File: src/rtl/mouse_packet_queue.sv
module mouse_packet_queue #(
  parameter int IW = 10,
  parameter int AW = 8
) (
  input  logic          clk,
  input  logic          rst_n,
  input  logic          ev_valid,
  input  logic [IW-1:0] ev_dx,
  input  logic [IW-1:0] ev_dy,
  input  logic [2:0]    ev_btn,
  output logic          busy,
  input  logic          rd_stb,
  output logic [7:0]    rd_data,
  output logic          data_avail
);
  localparam int DEPTH = 1 << AW;

  function automatic logic [7:0] sat8(input logic signed [IW:0] v);
    if (v > 127)       return 8'h7F;
    else if (v < -127) return 8'h81;
    else               return v[7:0];
  endfunction

  logic [7:0]    mem [DEPTH];
  logic [AW-1:0] wptr, rptr;
  logic [AW:0]   cnt;
  logic [2:0]    step;
  logic [7:0]    hdr_q, dx_q, dy_q, wbyte;
  logic          full, do_wr, do_rd, accept;
  logic signed [IW:0] dx_ext, dy_neg;

  assign dx_ext = {ev_dx[IW-1], ev_dx};
  assign dy_neg = -$signed({ev_dy[IW-1], ev_dy});
  assign accept = ev_valid && !busy;
  assign full   = (cnt == DEPTH[AW:0]);
  assign do_wr  = busy && !full;
  assign do_rd  = rd_stb && data_avail;
  assign data_avail = (cnt != '0);
  assign rd_data = data_avail ? mem[rptr] : 8'h00;

  always_comb begin
    case (step)
      3'd0:    wbyte = hdr_q;
      3'd1:    wbyte = dx_q;
      3'd2:    wbyte = dy_q;
      default: wbyte = 8'h00;
    endcase
  end

  always_ff @(posedge clk) begin
    if (!rst_n) begin
      busy  <= 1'b0;
      step  <= '0;
      hdr_q <= '0;
      dx_q  <= '0;
      dy_q  <= '0;
    end else if (accept) begin
      busy  <= 1'b1;
      step  <= '0;
      hdr_q <= 8'h87 & ~{5'b0, ev_btn};
      dx_q  <= sat8(dx_ext);
      dy_q  <= sat8(dy_neg);
    end else if (busy) begin
      step <= step + 3'd1;
      if (step == 3'd4) busy <= 1'b0;
    end
  end

  always_ff @(posedge clk)
    if (do_wr) mem[wptr] <= wbyte;

  always_ff @(posedge clk) begin
    if (!rst_n) begin
      wptr <= '0;
      rptr <= '0;
      cnt  <= '0;
    end else begin
      if (do_wr) wptr <= wptr + 1'b1;
      if (do_rd) rptr <= rptr + 1'b1;
      case ({do_wr, do_rd})
        2'b10:   cnt <= cnt + 1'b1;
        2'b01:   cnt <= cnt - 1'b1;
        default: cnt <= cnt;
      endcase
    end
  end

  assert_no_overflow_R5: assert property (@(posedge clk) disable iff (!rst_n)
    cnt <= DEPTH[AW:0]);
  assert_full_drop_R5: assert property (@(posedge clk) disable iff (!rst_n)
    (full && !rd_stb) |=> $stable(wptr));
  assert_empty_read_R6: assert property (@(posedge clk) disable iff (!rst_n)
    (rd_stb && !data_avail && !busy) |=> ($stable(rptr) && !data_avail));
  assert_busy_hold_R7: assert property (@(posedge clk) disable iff (!rst_n)
    (busy && step != 3'd4) |=> busy);
  assert_busy_end_R7: assert property (@(posedge clk) disable iff (!rst_n)
    (busy && step == 3'd4) |=> !busy);
  assert_ignore_busy_R7: assert property (@(posedge clk) disable iff (!rst_n)
    (busy && step != 3'd4) |=> ($stable(hdr_q) && $stable(dx_q) && $stable(dy_q)));
  assert_avail_after_push_R8: assert property (@(posedge clk) disable iff (!rst_n)
    (do_wr && !rd_stb) |=> data_avail);
  assert_header_form_R1: assert property (@(posedge clk) disable iff (!rst_n)
    (busy && step == 3'd0) |-> (wbyte[7:3] == 5'b10000));
endmodule

File: config.mk
export PLATFORM = sky130hd
export DESIGN_NAME = mouse_packet_queue
export DESIGN_NICKNAME = d
export VERILOG_FILES = /design/src/rtl/mouse_packet_queue.sv
export SDC_FILE = /design/constraint.sdc
export NUM_CORES = 2
export LEC_CHECK = 0
export ABC_AREA = 1
export BUFFER_PORTS_ARGS = -buffer_cell sky130_fd_sc_hd__buf_2
export CORE_MARGIN = 2
export CORE_UTILIZATION = 55
export DETAILED_ROUTE_END_ITERATION = 8
export PLACE_DENSITY = 0.82
export SLEW_MARGIN = 20
export SYNTH_ARGS = -nofsm -noshare
export SYNTH_HDL_FRONTEND = slang
export SYNTH_SLANG_ARGS = --single-unit
File: constraint.sdc
create_clock -name clk -period 15.65 [get_ports clk]
set_clock_uncertainty 0.05 [all_clocks]
set_input_delay 4.695 -clock clk [delete_from_list [all_inputs] [get_ports clk]]
set_output_delay 4.695 -clock clk [all_outputs]
set_load 0.02 [all_outputs]
==> flow_summary.yaml <==
pwr:
  seq_power_share_pct: 47.6
  ir_drop_uv: 147
  p_leak_nw: 32.3
  clkPwrFrac_pct: 33.6
  p_sw_mw: 3.89
  p_int_mw: 9.32
  powerDensity_nw_per_um2: 142
  combPwrFrac_pct: 18.8
  switching_share_pct: 29.4
clock_network:
  ctsRootBufferMaster: "clkbuf_16"
  path_clk_slew_ps: 60
  cts-resized-gates: 0
  numCtsBuffers: 192
  clkSinkCount: 2105
  postCtsSetupBuffers: 0
  hold_buffers: 0
  cts_tree: "yes"
  clk_path_buf_depth: 3
  htreeDepth: 4
  worstSkewPairLatency_ps: 820
yosys:
  synthFlopType: "edfxtp_1"
  syn_nets: 7426
  synth_seq_area_share_pct: 72.6
  yosysWarnings: 0
  ys_types: 40
  synth-edff-count: 2048
  synth.ff_latch_count: 2105
  postSynthCellCount: 7386
  syn_area_um2: 86300
  synth_area_per_cell_um2: 11.7
  synth-async-reset-ratio_pct: 0
timing:
  tightest_slew_ps: 1190
  maxSlewHeadroom_pct: 20.8
  rsz0062_at_grt: "false"
  fmax_ghz: 0.0907
  setup_ws_ps: 4630
  finalSetupViolCount: 0
  fin_crit_ps: 11020
  slew_violations: 0
  tns_ps: 0
  fin_crit_sh_pct: 70.4
  hold_violations: 0
  timing.hold.ws_ps: 419
place:
  post-place-ws_ps: 5780
  gp_congestion: 0.892
  port_buffers: 36
  dp_hpwl_um: 122000
  placed_area_um2: 87400
worst_setup_path:
  worstPathArrival_ps: 6280
  start_kind: "register"
  path_cells: "buf_4, buf_12, buf_4, nand2_1, nand3_1, nand3_1, nand3_1, nand3_1, nand3_1, nand3_1, nand3_1, nand2_1, nor2_1, buf_2"
  critPathMaxStageDelay_ps: 980
  reg2reg_depth: 7
  worst-setup-path-type: "reg -> out"
  required_ps: 10910
  endpoint_kind: "output pin"
  cp_common_cell: "nand3_1"
  critical_path.max_fanout: 167
  worst_path_max_delay_cell: "buf_4"
final_layout:
  fillers: 11200
  nets: 7236
  area_delta_synth_final_pct: 8.04
  final_common_cell: "nand2_1"
  diodes: 0
  final_layout_size_suffix_gt1_share_pct: 5.50
  design_area_um2: 93300
  final_cell_mix: "2049 x nand2_1, 2048 x edfxtp_1, 1885 x nand3_1, 447 x nor2_1, 195 x clkbuf_16"
global_route:
  grt_overflow: 0
  grt_max_degree: 297
  grt_pass1_wl_um: 334000
  antenna_found_initial: 3
  grt_pass1_vias: 57400
  grt_usage_pct: 27.5
route:
  drc: 0
  routedWlPerCell_um: 23.8
  avgViaCountPerCell: 6.28
  detail_route.wirelength_um: 224000
  dr.pass1.iters: 7
  ant_nets: 0
  vias: 59100
  drtIter0Drc: 9915
floorplan:
  core_area_um2: 156000
  design.die.area_um2: 160000
  floorplan.initialDensity_pct: 55.3
  die_w_um: 400
  ios: 37
  num_rows: 145
  dieHeight_um: 400
run:
  max-cap-violations: 0
min_path:
  holdCritPathClass: "reg -> reg"
  hold_depth: 2
status:
  status: "finished, final reports clean"
-- flip-flops by register name, indices dropped and copies added (netlist names), named ones only --
| register | count |
|---|---|
| hdr_q | 4 |
| cnt | 9 |
| rptr | 8 |
| step | 3 |
| dx_q | 8 |
| busy | 1 |
| wptr | 8 |
| dy_q | 8 |
| mem | 2048 |
-- kinds of logic (layout without fill, tap and decap cells) --
group	after synthesis	after routing	share of synthesized area (%)
buffers and inverters	596	561	3.42
and+or+nand+nor	4431	4431	22.2
AOI/OAI and AO/OA	232	232	1.48
DFF	2105	2105	72.6
xor gates and xnor gates	9	9	0.0913
adders and majority gates	13	13	0.188
-- area by class of cell --
type	instances	area, um2	area share [%]
clock buffers	254	5150	5.52
clock inverters	95	702	0.753
inverters	104	433	0.464
multi-input cells	4685	20800	22.3
flip-flops and latches	2105	62700	67.2
well taps	2058	2570	2.76
repair buffers	108	895	0.959
-- power by group through the flow --
stage | registers [mW] | logic (mW) | clock network [mW]
floorplan | 6.41 | 1.81 | 0
global placement | 6.40 | 2.31 | 0
detailed placement | 6.40 | 2.39 | 0
CTS | 6.28 | 2.42 | 4.43
global route | 6.28 | 2.68 | 4.63
finish | 6.28 | 2.48 | 4.44
-- per-stage QoR --
step	cells	util (%)	total power [mW]
floorplan	7386	-	8.22
global placement	9059	56.0	8.70
detailed placement	9059	56.0	8.79
CTS	9408	59.7	13.1
global route	9409	59.8	13.6
finish	9409	59.8	13.2
-- worst max-delay path: cells and delay by family, from the launching register on --
kind | cells | cell delay, ps
buffers and inverters | 4 | 2670
DFF | 1 | 900
and+or+nand+nor | 10 | 1520
-- synth_stat cells, drive strengths merged (4+ instances only) --
cell	count	area, um2
a21oi	43	238
nand2	2056	7750
o21ai	125	626
xor2	6	52.6
clkbuf	95	357
nand4	19	181
nor3	12	65.1
clkinv	4	16.3
o22ai	58	363
ha	13	163
nand3	1888	9450
edfxtp	2048	61500
inv	100	378
nor2	451	1720
dfxtp	57	1140
buf	397	2200
-- per-layer routing --
metal / routed length, um / vias up / global-route usage, %
li1: - / 25800 / -
met3: 30100 / 748 / 6.14
met5: 50 / - / 0
met1: 77300 / 28100 / 36.0
met2: 104000 / 4485 / 43.1
met4: 12900 / 8 / 14.8
-- worst paths after layout --
path         startpoint          to  slack, ps
min            hdr_q[2]    hdr_q[2]        420
max reg2reg      cnt[7]  mem[78][4]      11650
min reg2reg    hdr_q[2]    hdr_q[2]        420
max            register  rd_data[7]       4630
(Power assumes the default switching activity.)
